## src/rtl/dma_csr_pkg.sv

```systemverilog
package dma_csr_pkg;
  localparam int DATA_W   = 32;
  localparam int NUM_IRQ  = 5;
  localparam int NUM_REGS = 7;

  // word index of each register; byte offset = index * 4
  localparam int REG_STATUS  = 0;
  localparam int REG_MASK    = 1;
  localparam int REG_CONFIG  = 2;
  localparam int REG_START   = 3;
  localparam int REG_END     = 4;
  localparam int REG_WRITTEN = 5;
  localparam int REG_READ    = 6;

  // status / mask bit order
  localparam int IRQ_CHUNK_DONE = 0;
  localparam int IRQ_WR_ERR     = 1;
  localparam int IRQ_START_MIS  = 2;
  localparam int IRQ_END_MIS    = 3;
  localparam int IRQ_READ_MIS   = 4;

  localparam int NUM_PTRS = 3;

  function automatic int ptr_reg_idx(input int k);
    case (k)
      0:       return REG_START;
      1:       return REG_END;
      default: return REG_READ;
    endcase
  endfunction
endpackage

```

## src/rtl/dma_csr_decode.sv

```systemverilog
module dma_csr_decode #(
  parameter int BUS_AW   = 8,
  parameter int NUM_REGS = 7
) (
  input  logic [BUS_AW-1:0]   addr_i,
  output logic [NUM_REGS-1:0] sel_o
);
  localparam int WORD_W = BUS_AW - 2;

  logic aligned;
  assign aligned = (addr_i[1:0] == 2'b00);

  for (genvar g = 0; g < NUM_REGS; g++) begin : g_sel
    assign sel_o[g] = aligned && (addr_i[BUS_AW-1:2] == WORD_W'(g));
  end
endmodule

```

## src/rtl/dma_csr_field.sv

```systemverilog
module dma_csr_field #(
  parameter int W = 20
) (
  input  logic         clk_i,
  input  logic         rst_ni,
  input  logic         we_i,
  input  logic [W-1:0] d_i,
  output logic [W-1:0] q_o
);
  always_ff @(posedge clk_i or negedge rst_ni) begin
    if (!rst_ni)   q_o <= '0;
    else if (we_i) q_o <= d_i;
  end


  field_hold_chk: assert property (@(posedge clk_i) disable iff (!rst_ni)
    !we_i |=> $stable(q_o));
endmodule

```

## src/rtl/dma_csr_irq.sv

```systemverilog
module dma_csr_irq #(
  parameter int N = 5
) (
  input  logic         clk_i,
  input  logic         rst_ni,
  input  logic [N-1:0] evt_i,
  input  logic [N-1:0] clr_i,
  input  logic         mask_we_i,
  input  logic [N-1:0] mask_d_i,
  output logic [N-1:0] status_o,
  output logic [N-1:0] mask_o,
  output logic         irq_o
);
  logic [N-1:0] status_q;
  logic [N-1:0] mask_q;

  // event has priority over a same-cycle clear
  for (genvar g = 0; g < N; g++) begin : g_bit
    always_ff @(posedge clk_i or negedge rst_ni) begin
      if (!rst_ni)       status_q[g] <= 1'b0;
      else if (evt_i[g]) status_q[g] <= 1'b1;
      else if (clr_i[g]) status_q[g] <= 1'b0;
    end
  end

  always_ff @(posedge clk_i or negedge rst_ni) begin
    if (!rst_ni)        mask_q <= '0;
    else if (mask_we_i) mask_q <= mask_d_i;
  end

  assign irq_o    = |(status_q & mask_q);
  assign status_o = status_q;
  assign mask_o   = mask_q;


  sticky_chk: assert property (@(posedge clk_i) disable iff (!rst_ni)
    1'b1 |=> ((($past(status_q) & ~$past(clr_i)) & ~status_q) == '0));


  no_spurious_set_chk: assert property (@(posedge clk_i) disable iff (!rst_ni)
    1'b1 |=> ((status_q & ~$past(status_q) & ~$past(evt_i)) == '0));


  evt_wins_chk: assert property (@(posedge clk_i) disable iff (!rst_ni)
    (evt_i != '0) |=> (($past(evt_i) & ~status_q) == '0));


  irq_src_chk: assert property (@(posedge clk_i) disable iff (!rst_ni)
    irq_o |-> (status_q != '0) && (mask_q != '0));
endmodule

```

## src/rtl/dma_csr_bank.sv

```systemverilog
module dma_csr_bank
  import dma_csr_pkg::*;
#(
  parameter int AW     = 20,
  parameter int BUS_AW = 8
) (
  input  logic                 clk_i,
  input  logic                 rst_ni,
  input  logic                 wr_en_i,
  input  logic                 rd_en_i,
  input  logic [BUS_AW-1:0]    addr_i,
  input  logic [DATA_W-1:0]    wdata_i,
  output logic [DATA_W-1:0]    rdata_o,
  input  logic [NUM_IRQ-1:0]   evt_i,
  input  logic [AW-1:0]        written_addr_i,
  output logic                 enable_o,
  output logic [AW-1:0]        start_addr_o,
  output logic [AW-1:0]        end_addr_o,
  output logic [AW-1:0]        read_addr_o,
  output logic [NUM_IRQ-1:0]   status_clr_o,
  output logic                 irq_o
);
  logic [NUM_REGS-1:0] sel;
  logic [NUM_REGS-1:0] wr_sel;
  logic [NUM_IRQ-1:0]  clr_vec;
  logic [NUM_IRQ-1:0]  status;
  logic [NUM_IRQ-1:0]  mask;
  logic [AW-1:0]       ptr_q [NUM_PTRS];
  logic [DATA_W-1:0]   rd_mux;
  logic [DATA_W-1:0]   rdata_q;
  logic [NUM_IRQ-1:0]  clr_q;

  dma_csr_decode #(.BUS_AW(BUS_AW), .NUM_REGS(NUM_REGS)) u_decode (
    .addr_i (addr_i),
    .sel_o  (sel)
  );

  assign wr_sel  = sel & {NUM_REGS{wr_en_i}};
  assign clr_vec = wr_sel[REG_STATUS] ? wdata_i[NUM_IRQ-1:0] : '0;

  dma_csr_irq #(.N(NUM_IRQ)) u_irq (
    .clk_i     (clk_i),
    .rst_ni    (rst_ni),
    .evt_i     (evt_i),
    .clr_i     (clr_vec),
    .mask_we_i (wr_sel[REG_MASK]),
    .mask_d_i  (wdata_i[NUM_IRQ-1:0]),
    .status_o  (status),
    .mask_o    (mask),
    .irq_o     (irq_o)
  );

  dma_csr_field #(.W(1)) u_enable (
    .clk_i  (clk_i),
    .rst_ni (rst_ni),
    .we_i   (wr_sel[REG_CONFIG]),
    .d_i    (wdata_i[0]),
    .q_o    (enable_o)
  );

  for (genvar k = 0; k < NUM_PTRS; k++) begin : g_ptr
    dma_csr_field #(.W(AW)) u_ptr (
      .clk_i  (clk_i),
      .rst_ni (rst_ni),
      .we_i   (wr_sel[ptr_reg_idx(k)]),
      .d_i    (wdata_i[AW-1:0]),
      .q_o    (ptr_q[k])
    );
  end

  assign start_addr_o = ptr_q[0];
  assign end_addr_o   = ptr_q[1];
  assign read_addr_o  = ptr_q[2];

  if (AW < DATA_W) begin : g_unused
    logic unused_wdata_hi;
    assign unused_wdata_hi = ^wdata_i[DATA_W-1:AW];
  end

  // write-pulse side of the status register
  always_ff @(posedge clk_i or negedge rst_ni) begin
    if (!rst_ni) clr_q <= '0;
    else         clr_q <= clr_vec;
  end
  assign status_clr_o = clr_q;

  // write-only pointers and unmapped offsets fall through as zero
  always_comb begin
    rd_mux = '0;
    if (sel[REG_STATUS])  rd_mux = DATA_W'(status);
    if (sel[REG_MASK])    rd_mux = DATA_W'(mask);
    if (sel[REG_CONFIG])  rd_mux = DATA_W'(enable_o);
    if (sel[REG_WRITTEN]) rd_mux = DATA_W'(written_addr_i);
  end

  always_ff @(posedge clk_i or negedge rst_ni) begin
    if (!rst_ni)      rdata_q <= '0;
    else if (rd_en_i) rdata_q <= rd_mux;
  end
  assign rdata_o = rdata_q;


  clr_src_chk: assert property (@(posedge clk_i) disable iff (!rst_ni)
    (status_clr_o != '0) |-> $past(wr_en_i) && ($past(addr_i) == '0));


  rdata_hold_chk: assert property (@(posedge clk_i) disable iff (!rst_ni)
    !rd_en_i |=> $stable(rdata_o));
endmodule

```

## config.mk

```make
export PLATFORM = sky130hd
export DESIGN_NAME = dma_csr_bank
export DESIGN_NICKNAME = d
export VERILOG_FILES = /design/src/rtl/dma_csr_pkg.sv /design/src/rtl/dma_csr_decode.sv /design/src/rtl/dma_csr_field.sv /design/src/rtl/dma_csr_irq.sv /design/src/rtl/dma_csr_bank.sv
export SDC_FILE = /design/constraint.sdc
export NUM_CORES = 1
export LEC_CHECK = 0
export ABC_CLOCK_PERIOD_IN_PS = 900
export CAP_MARGIN = 5
export CORE_MARGIN = 2
export CORE_UTILIZATION = 30
export DETAILED_ROUTE_END_ITERATION = 12
export HOLD_SLACK_MARGIN = 0.02
export PLACE_DENSITY = 0.6
export SLEW_MARGIN = 20
export SYNTH_ARGS = -nofsm -noshare
export SYNTH_HDL_FRONTEND = slang
export SYNTH_SLANG_ARGS = --single-unit
```

## constraint.sdc

```tcl
create_clock -name clk_i -period 0.9 [get_ports clk_i]
set_input_delay 0.18 -clock clk_i [delete_from_list [all_inputs] [get_ports clk_i]]
set_output_delay 0.18 -clock clk_i [all_outputs]
set_load 0.02 [all_outputs]
```

==> metrics.md, run 1 <==
| Metric | Value |
|---|---|
| Nets | `~600` |
| Fin worst setup slack | `-0.702 ns` |
| Syn Area/Cell | `14.9 um^2` |
| Std-Cell Core Area | `around 0.013 mm^2` |
| Final WL | `11.7 mm` |
| Detail Route Antenna Nets | `0` |
| Detailed Routing Iterations Pass 1 | `4` |
| Vias/cell | `between 4 and 5` |
| Startpoint type of the worst setup path | `register` |
| Max Slew Vio Count | `0` |
| Flop-to-flop setup slack | `-0.26 ns` |
| Status | `finished with violations` |
| Clock share of power | `37.1%` |
| Clk_lat worst skew | `around 0.34 ns` |
| Final HPWL from detailed placement | `about 7.6 mm` |
| Comb power frac | `16.2%` |
| Clock Pin Slew Worst Setup and Hold Paths | `approximately 0.070 ns` |
| Psw | `about 2.4 mW` |
| RSZ-0062 raised after global routing | `true` |
| CTS Buffer Depth | `2` |
| Leakage | `3.73 nW` |
| Routed vias | `around 3.2k` |
| CP Cell Sequence | `a222oi_1 -> nand2_1 -> buf_2` |
| Residual DRC | `0` |
| ANT cells | `0` |
| Slowest CP cell | `a222oi_1` |
| Required time worst endpoint | `0.72 ns` |
| Max-cap viol count | `0` |
| CP max FO | `2` |
| # port buffers | `about 140` |
| Ys Warns | `0` |
| Crit-path leading delay family | `compound AO/OA/AOI/OAI gates` |
| DIE WIDTH | `between 100 and 150 um` |
| Layout cell share with drive strength beyond 1 | `between 60% and 70%` |
| Post-synthesis cell count | `263` |
| Die Height | `~120 um` |
| FF-to-FF Start | `u_irq.mask_o[1]` |
| CP max stage delay | `0.42 ns` |
| P_int | `~7.4 mW` |
| Pwr Density | `between 1000 and 1500 mW/mm^2` |
| Max VDD drop | `about 0.68 mV` |
| H-Tree Depth | `3` |
| Arr. time, crit path | `1.42 ns` |
| Minimum clock period | `approximately 1.6 ns` |
| CTS root buffer | `clkbuf_16` |
| Initial Util | `30.9%` |
| Antenna violations before repair | `0` |
| Critical path class | `register to output pin` |
| CP Launch Point | `u_irq.mask_o[4]` |
| Layout Cells excl Fill | `between 700 and 800` |
| Clock Skew | `approximately 0.0032 ns` |
| I/O Pins | `between 150 and 200` |
| Setup TNS | `-59.00 ns` |
| Final setup fails | `183` |
| Synthesis-to-finish area growth | `84.9%` |
| Grt ovf | `0` |
| CTS tree | `yes` |
| Hold Fails Final Rpt | `0` |
| Mapped Area | `between 0.003 and 0.004 mm^2` |
| First-pass GRT wire length | `around 18 mm` |
| Failing checks | `negative setup slack` |
| CTS Buf Count | `9` |
| Pre-CTS setup slack | `-1.34 ns` |
| Initial DRC Count | `between 100 and 150` |
| Die area | `0.0140 mm^2` |
| CP endpoint kind | `output pin` |
| GRT Overall Usage | `17.0%` |
| TritonCTS Sinks | `96` |
| Min-Delay Path Class | `input pin to async pin` |
| Register area share after synthesis | `61.1%` |
| Dpl cells | `between 600 and 700` |
| Seq pwr share | `46.7%` |
| Post-synth cell types | `36` |
| Seq cells post-synth | `between 90 and 100` |
| Post-DR wirelength/cell | `roughly 17 um` |
| Cell Rows | `41` |
| Sw Ratio | `between 20% and 30%` |
| Vias in the first global route | `3371` |
| CP bufs+invs | `1` |
| Final period utilization | `178%` |
| Fmax | `624 MHz` |
| Largest net degree at the start of global routing | `35` |
| Gpl congestion | `~0.80` |
[synth_stat cells]
cell type,count,area (um^2)
dfrtp_1,96,2400
mux2_2,45,507
mux2_4,20,300
a22o_1,15,131
buf_4,13,97.6
inv_1,8,30.0
nor3_1,8,40.0
clkbuf_1,6,22.5
a31oi_1,5,31.3
and2_1,5,31.3
nor2_1,5,18.8
a221o_1,4,40.0
mux2i_1,4,40.0
nand3_1,3,15.0
buf_2,2,10.0
buf_6,2,22.5
nand2_1,2,7.51
nor4b_1,2,17.5
a222oi_1,1,10.0
a22oi_1,1,7.51
a32oi_1,1,8.76
a41o_1,1,10.0
buf_1,1,3.75
conb_1,1,3.75
mux2_1,1,11.3
nor3_2,1,10.0
nor3_4,1,16.3
nor3b_1,1,7.51
o21a_1,1,7.51
o21ai_0,1,5.00
or3_4,1,11.3
or4_1,1,7.51
or4b_1,1,10.0
or4b_2,1,10.0
or4b_4,1,13.8
or4bb_1,1,11.3
[cell usage in the layout, fill, tap and decap left out, types with 2 or more instances in the layout]
cell,synthesis,final
buf_6,2,114
dfrtp_1,96,96
buf_4,13,89
mux2_4,20,46
clkdlybuf4s50_1,0,45
mux2_2,45,20
a22o_1,15,15
conb_1,1,12
clkbuf_16,0,9
inv_1,8,8
buf_12,0,8
nor3_4,1,6
nor2_1,5,5
and2_1,5,4
mux2i_1,4,4
a221o_1,4,4
a31oi_1,5,4
buf_2,2,4
or4b_4,1,3
buf_16,0,3
nand2_1,2,2
nor4b_4,0,2
nor3_1,8,2
nor3_2,1,2
nand3_1,3,2
clkinv_4,0,2
buf_8,0,2
dlygate4sd2_1,0,2
[timing repair]
item                                    CTS  global route
gates resized for setup                 620            21
endpoints found under the setup margin  183           183
setup buffers                            40            22
hold endpoints to repair                 96             0
pin swaps                                21            14
gates cloned                              6             0
hold buffers                              1             0
[layer usage]
layer	track usage (%)	vias to the layer above	wire length, um
li1	-	1468	-
met1	22.2	1558	5190
met2	26.5	106	5600
met3	4.78	21	687
met4	7.29	0	244
met5	0	-	0
[flip-flops by register name, summed over array words and instances (netlist names)]
register and count:
rdata_o 20, u_irq.status_o 5, status_clr_o 5, u_enable.q_o 1
g_ptr.u_ptr.q_o 60, u_irq.mask_o 5
[cell families (layout without fill, tap and decap cells)]
group | count (synthesis) | after routing | share of synthesized area, %
buffers and inverters | 32 | 292 | 4.74
flip-flops | 96 | 96 | 61.1
multiplexers | 70 | 70 | 21.8
other | 1 | 12 | 0.0954
AND/OR/NAND/NOR | 34 | 34 | 5.79
AO/OA/AOI/OAI | 30 | 30 | 6.40
[layout make-up]
cell class	instances	area, um^2
Multi-Input combinational cell	146	1610
Fill cell	1072	5450
Clock buffer	11	243
Clock inverter	5	41.3
Timing Repair Buffer	268	2720
Sequential cell	96	2400
Inverter	8	30.0
Tap cell	172	215
[worst register-to-register path, cell delays in order (launching register included)]
cell	delay, ns
dfrtp_1	0.37
buf_4	0.14
mux2i_1	0.22
nor3_4	0.05
a221o_1	0.26
[path summary, 6_finish.rpt]
check / endpoint / cells after the start
worst max-delay path: irq_o / 3
worst min-delay path: g_ptr[2].u_ptr.q_o[18] / 2
worst max register to register: rdata_o[1] / 4
worst min register to register: g_ptr[2].u_ptr.q_o[18] / 1
max in group asynchronous: g_ptr[2].u_ptr.q_o[0] / 3
min in group clk_i: u_enable.q_o / 5
[power groups by stage]
stage	logic, mW	clock network (mW)	registers (mW)
after floorplan	0.339	0	4.78
after global placement	1.33	0	4.62
after detailed placement	1.35	0	4.62
after CTS	1.53	3.76	4.57
after global routing	1.68	3.98	4.58
final	1.58	3.64	4.57
[per-stage QoR]
step | cell area [um^2] | utilization [%] | hold WS [ns] | power [mW]
6_report | 7270 | 57.1 | 0.226 | 9.79
5_1_grt | 7270 | 57.1 | 0.238 | 10.3
4_1_cts | 7070 | 55.5 | 0.219 | 9.86
3_5_place_dp | 6030 | 47.4 | 0.0465 | 5.97
3_3_place_gp | 6030 | 47.4 | 0.0429 | 5.95
2_1_floorplan | 4060 | - | -0.116 | 5.12
Power figures use the tool's default switching activity.
==> run 2: changes to the inputs <==
--- a/config.mk
+++ b/config.mk
@@ -5,13 +5,15 @@
 export SDC_FILE = /design/constraint.sdc
 export NUM_CORES = 1
 export LEC_CHECK = 0
-export ABC_CLOCK_PERIOD_IN_PS = 900
+export ABC_CLOCK_PERIOD_IN_PS = 1770
 export CAP_MARGIN = 5
+export CELL_PAD_IN_SITES_DETAIL_PLACEMENT = 0
+export CELL_PAD_IN_SITES_GLOBAL_PLACEMENT = 1
 export CORE_MARGIN = 2
 export CORE_UTILIZATION = 30
 export DETAILED_ROUTE_END_ITERATION = 12
 export HOLD_SLACK_MARGIN = 0.02
-export PLACE_DENSITY = 0.6
+export PLACE_DENSITY = 0.71
 export SLEW_MARGIN = 20
 export SYNTH_ARGS = -nofsm -noshare
 export SYNTH_HDL_FRONTEND = slang
==> constraint.sdc (replaced) <==
create_clock -name clk_i -period 1.77 [get_ports clk_i]
set_input_delay 0.354 -clock clk_i [delete_from_list [all_inputs] [get_ports clk_i]]
set_output_delay 0.354 -clock clk_i [all_outputs]
set_load 0.02 [all_outputs]
==> run 2 against run 1 <==
  * The flow now finishes without violations
  * Hold slack better by 0.23 ns
  * Sequential cell count unchanged
  * Power shrank 48%
  * Non-clock buffer count decreased by 83
  * Largest cell class is now registers
  * Highest routed layer unchanged
==> metrics.md, run 2 (synthesis gave the netlist of run 1 again) <==
| Metric | Value |
|---|---|
| Status | `finished clean` |
| Final WL | `10.6 mm` |
| Pre-CTS setup slack | `-0.635 ns` |
| Fmax | `just under 600 MHz` |
| CTS Buf Count | `9` |
| Routed vias | `2807` |
| Pwr Density | `796 mW/mm^2` |
| Vias/cell | `roughly 4.5` |
| Critical path class | `input pin to register` |
| Power consumption | `between 5 and 6 mW` |
| CP max FO | `5` |
| Most flops, register | `g_ptr.u_ptr.q_o` |
| CTS Buffer Depth | `2` |
| Hold depth | `4` |
| First-pass GRT wire length | `~17 mm` |
| ANT cells | `0` |
| Initial Util | `30.9%` |
| Clk_lat worst skew | `around 0.34 ns` |
| Clock Skew | `between 0.006 and 0.007 ns` |
| Final period utilization | `96.9%` |
| # port buffers | `143` |
| DIE WIDTH | `between 100 and 150 um` |
| Max-cap viol count | `0` |
| HP Start | `addr_i[5]` |
| Vias in the first global route | `3011` |
| Most frequent cells in the layout | `133 x clkdlybuf4s50_1, 96 x dfrtp_1, 40 x mux2_4, 29 x buf_4, 26 x mux2_2` |
| Detailed Routing Iterations Pass 1 | `4` |
| Max FFs per register | `60` |
| Nets | `515` |
| Flop-to-flop setup slack | `0.66 ns` |
| Clock Pin Slew Worst Setup and Hold Paths | `approximately 0.060 ns` |
| Fin worst setup slack | `0.0543 ns` |
| Commonest non-fill, non-tap cell in the layout | `clkdlybuf4s50_1` |
| Layout cell share with drive strength beyond 1 | `about 31%` |
| R2R depth | `3` |
| Leakage | `just under 3 nW` |
| TritonCTS Sinks | `96` |
| Required time worst endpoint | `1.99 ns` |
| Minimum clock period | `around 1.7 ns` |
| Antenna violations before repair | `0` |
| Largest net degree at the start of global routing | `between 50 and 60` |
| Gpl congestion | `approximately 0.75` |
| Seq. cell area | `approximately 0.0024 mm^2` |
| RSZ-0062 raised after global routing | `true` |
| Dpl cells | `approximately 600` |
| Grt ovf | `0` |
| I/O Pins | `roughly 170` |
| Final setup fails | `0` |
| Std-Cell Core Area | `0.0127 mm^2` |
| Layout Cells excl Fill | `~620` |
| Synthesis-to-finish area growth | `61.4%` |
| R2R Path End | `rdata_o[0]` |
| Post-DR wirelength/cell | `between 15 and 20 um` |
| Hold Path End | `rdata_o[0]` |
| Max Slew Vio Count | `0` |
| CTS root buffer | `clkbuf_16` |
| Hold Fails Final Rpt | `0` |
| CP endpoint kind | `register` |
| Final HPWL from detailed placement | `approximately 7.2 mm` |
| Die area | `0.0140 mm^2` |
| Arr. time, crit path | `between 1.5 and 2 ns` |
| Area occupied by multi-input gates | `~0.0015 mm^2` |
| Die Height | `between 100 and 150 um` |
| Residual DRC | `0` |
| GRT Overall Usage | `approximately 16%` |
| Fill count | `about 1.2k` |
| FF-to-FF Start | `u_irq.status_o[0]` |
| Initial DRC Count | `90` |
| H-Tree Depth | `3` |
| Detail Route Antenna Nets | `0` |
| Startpoint type of the worst setup path | `input pin` |
| CTS tree | `yes` |
| Min-Delay Path Class | `input pin to register` |
| Cell Rows | `between 40 and 50` |
| Max VDD drop | `0.538 mV` |
## run 2: cell count changes in the layout (fill, tap and decap cells not counted), sizes merged
cell           change
bufinv             +2
clkinv             -1
buf              -173
dlygate4sd2        -2
inv                -1
clkbuf             +3
clkdlybuf4s50     +88
## run 2: layer usage
layer | GRT usage [%] | share of wire (%) | routed length [um] | vias up
li1 | - | - | - | 1307
met1 | 20.4 | 44 | 4640 | 1391
met2 | 25.2 | 48 | 5110 | 97
met3 | 4.78 | 6.7 | 716 | 12
met4 | 5.65 | 1.6 | 169 | 0
met5 | 0 | 0 | 0 | -
## run 2: cell type report
cell class / instances / area share, %
sequential: 96 / 37.9
timing repair buffer: 185 / 29.9
multi-input combinational: 146 / 23.3
clock buffer: 10 / 3.77
tap: 172 / 3.39
clock inverter: 5 / 1.28
inverter: 8 / 0.473
## run 2: report_power, final
group          total, mW  internal (mW)  leakage (nW)  switching (mW)
logic              0.651          0.352          1.52           0.299
clock network       2.09           1.27         0.155           0.823
registers           2.31           2.27          1.30          0.0406
## run 2: worst max-delay path by stage
stage                            from                     end  slack [ns]  cells past startpoint
floorplan                   addr_i[2]   g_ptr[1].u_ptr.q_o[0]       -0.08                      4
global placement            addr_i[2]  g_ptr[1].u_ptr.q_o[10]       -0.60                      5
detailed placement          addr_i[5]  g_ptr[0].u_ptr.q_o[14]       -0.63                      5
CTS                         addr_i[7]   g_ptr[1].u_ptr.q_o[8]       -0.06                      6
global route        u_irq.status_o[4]                   irq_o       -0.01                      3
finish                      addr_i[2]   g_ptr[1].u_ptr.q_o[7]        0.05                      5
## run 2: critical path, stage by stage
cell and delay [ns]:
clkbuf_2 0.11, or4_4 0.51, or3_4 0.49, buf_12 0.18
mux2_4 0.29
## run 2: what timing repair did
item / 4_1_cts / 5_1_grt
hold endpoints to repair: 23 / 0
pin swaps: 5 / 5
setup endpoints to repair: 95 / 52
gates resized for setup: 59 / 9
buffers inserted: 7 / 0
hold buffers: 1 / 0
cloned: 6 / 0
## run 2: through the flow
| step | area, um^2 | hold slack [ns] | util [%] | TNS (ns) |
|---|---|---|---|---|
| 5_1_grt | 6340 | 0.439 | 49.9 | -0.0124 |
| 2_1_floorplan | 3990 | 0.0584 | - | -1.89 |
| 6_report | 6340 | 0.451 | 49.9 | 0 |
| 4_1_cts | 6380 | 0.453 | 50.2 | -1.30 |
| 3_5_place_dp | 5750 | 0.284 | 45.2 | -49.16 |
| 3_3_place_gp | 5750 | 0.279 | 45.2 | -47.25 |
==> run 3: changes to the inputs <==
--- a/config.mk
+++ b/config.mk
@@ -13,8 +13,8 @@
 export CORE_UTILIZATION = 30
 export DETAILED_ROUTE_END_ITERATION = 12
 export HOLD_SLACK_MARGIN = 0.02
-export PLACE_DENSITY = 0.71
-export SLEW_MARGIN = 20
+export PLACE_DENSITY_LB_ADDON = 0.08
+export SLEW_MARGIN = 25
 export SYNTH_ARGS = -nofsm -noshare
 export SYNTH_HDL_FRONTEND = slang
 export SYNTH_SLANG_ARGS = --single-unit
==> run 3 against run 2 <==
  * The flow now finishes with violations (negative setup slack)
  * Clock skew shrank 0.0013 ns
  * Sequential cell count is the same
  * Routed wire length grew 0.71%
  * Sequential power is essentially flat
  * Critical path depth grew 1
  * Critical path type unchanged
  * Largest power group unchanged
  * Highest routed layer unchanged
==> metrics.md, run 3 (synthesis gave the netlist of run 1 again) <==
| Metric | Value |
|---|---|
| Hold Fails Final Rpt | `0` |
| RSZ-0062 raised after global routing | `true` |
| Largest net degree at the start of global routing | `about 40` |
| Initial DRC Count | `between 100 and 150` |
| H-Tree Depth | `3` |
| Critical path class | `input pin to register` |
| Nets | `slightly above 500` |
| Most flops, register | `g_ptr.u_ptr.q_o` |
| Routed vias | `between 2k and 3k` |
| ANT cells | `0` |
| P_int | `approximately 3.9 mW` |
| Detail Route Antenna Nets | `0` |
| Sw Ratio | `about 23%` |
| Final setup fails | `20` |
| CTS tree | `yes` |
| CTS root buffer | `clkbuf_16` |
| DIE WIDTH | `roughly 120 um` |
| Arr. time, crit path | `2.02 ns` |
| GRT Overall Usage | `between 10% and 20%` |
| Seq pwr share | `about 46%` |
| Failing checks | `negative setup slack` |
| # port buffers | `between 100 and 150` |
| Clk_lat worst skew | `0.34 ns` |
| Flop-to-flop setup slack | `~0.66 ns` |
| Vias/cell | `around 4.5` |
| Fin worst setup slack | `-0.0302 ns` |
| Startpoint type of the worst setup path | `input pin` |
| Synthesis-to-finish area growth | `62.8%` |
| R2R depth | `4` |
| Status | `finished with violations` |
| Most frequent cells in the layout | `132 x clkdlybuf4s50_1, 96 x dfrtp_1, 35 x mux2_4, 31 x mux2_2, 27 x buf_4` |
| Die area | `0.0140 mm^2` |
| Vias in the first global route | `roughly 2.9k` |
| Final period utilization | `102%` |
| Setup TNS | `-0.487 ns` |
| Gpl congestion | `0.781` |
| Cell Rows | `41` |
| First-pass GRT wire length | `between 15 and 20 mm` |
| Layout cell share with drive strength beyond 1 | `approximately a third` |
| Comb power frac | `13.0%` |
| Leakage | `about 3.0 nW` |
| Detailed Routing Iterations Pass 1 | `4` |
| Fmax | `555 MHz` |
| Clock share of power | `around two fifths` |
| Final HPWL from detailed placement | `between 7 and 8 mm` |
| Initial Util | `30.9%` |
| Pre-CTS setup slack | `-0.621 ns` |
| Commonest non-fill, non-tap cell in the layout | `clkdlybuf4s50_1` |
| CP max FO | `5` |
| Max FFs per register | `60` |
| Max-cap viol count | `0` |
| TritonCTS Sinks | `96` |
| Clock Pin Slew Worst Setup and Hold Paths | `approximately 0.070 ns` |
| Residual DRC | `0` |
| CTS Buffer Depth | `2` |
| CTS Buf Count | `9` |
| Post-DR wirelength/cell | `~17 um` |
| Clock Skew | `approximately 0.0054 ns` |
| Power consumption | `5.02 mW` |
| Std-Cell Core Area | `0.0127 mm^2` |
| Pwr Density | `~780 mW/mm^2` |
| Min-Delay Path Class | `input pin to async pin` |
| R2R Path End | `rdata_o[0]` |
| FF-to-FF Start | `u_irq.mask_o[0]` |
| Die Height | `118 um` |
| Psw | `~1.2 mW` |
| Minimum clock period | `roughly 1.8 ns` |
| Max Slew Vio Count | `0` |
| Max VDD drop | `0.344 mV` |
| I/O Pins | `168` |
| Final WL | `roughly 11 mm` |
| Required time worst endpoint | `between 1.5 and 2 ns` |
| Antenna violations before repair | `0` |
| Grt ovf | `0` |
| CP endpoint kind | `register` |
==> run 3: area by class of cell <==
cell class / instances / area (um^2)
fillers: 1161 / 6320
flip-flops and latches: 96 / 2400
inverters: 8 / 30.0
clock buffers: 14 / 284
well taps: 172 / 215
multi-input cells: 146 / 1460
repair buffers: 187 / 1970
clock inverters: 2 / 35.0
==> run 3: routing by layer <==
| layer | up-vias | track usage [%] | wire length (um) |
|---|---|---|---|
| li1 | 1304 | - | - |
| met1 | 1383 | 20.9 | 4900 |
| met2 | 92 | 24.5 | 4970 |
| met3 | 10 | 4.44 | 643 |
| met4 | 0 | 6.92 | 198 |
| met5 | - | 0 | 0 |
==> run 3: timing repair <==
item,CTS,global route
hold buffers,1,0
pin swaps,6,4
gates resized for setup,55,6
gates cloned,6,0
endpoints found under the setup margin,89,41
buffers inserted,6,0
hold endpoints to repair,19,0
==> run 3: metrics by stage <==
step	std cells	instance area, um^2	util, %	hold slack, ns
after floorplan	274	3990	-	0.0584
after global placement	596	5790	45.5	0.273
after detailed placement	596	5790	45.5	0.271
after CTS	625	6410	50.4	0.436
after global routing	625	6400	50.3	0.470
final	625	6400	50.3	0.447
==> run 3: critical path: stages <==
cell and delay [ns]:
buf_6 0.09, or4b_4 0.55, buf_6 0.13, or3_4 0.42, buf_16 0.18, mux2_4 0.29
==> run 3: worst max path at each step <==
stage / startpoint / to / slack (ns)
final: addr_i[6] / g_ptr[1].u_ptr.q_o[15] / -0.03
after global routing: u_irq.mask_o[4] / irq_o / -0.05
after detailed placement: addr_i[2] / g_ptr[1].u_ptr.q_o[7] / -0.62
after global placement: addr_i[2] / g_ptr[1].u_ptr.q_o[19] / -0.61
after floorplan: addr_i[2] / g_ptr[1].u_ptr.q_o[0] / -0.08
after CTS: addr_i[6] / g_ptr[1].u_ptr.q_o[15] / -0.04
==> run 3: power groups by stage <==
stage / clock [mW] / combinational [mW] / sequential (mW)
global placement: 0 / 0.645 / 2.35
CTS: 2.14 / 0.665 / 2.31
floorplan: 0 / 0.167 / 2.43
detailed placement: 0 / 0.650 / 2.35
global route: 2.23 / 0.697 / 2.32
finish: 2.06 / 0.652 / 2.31
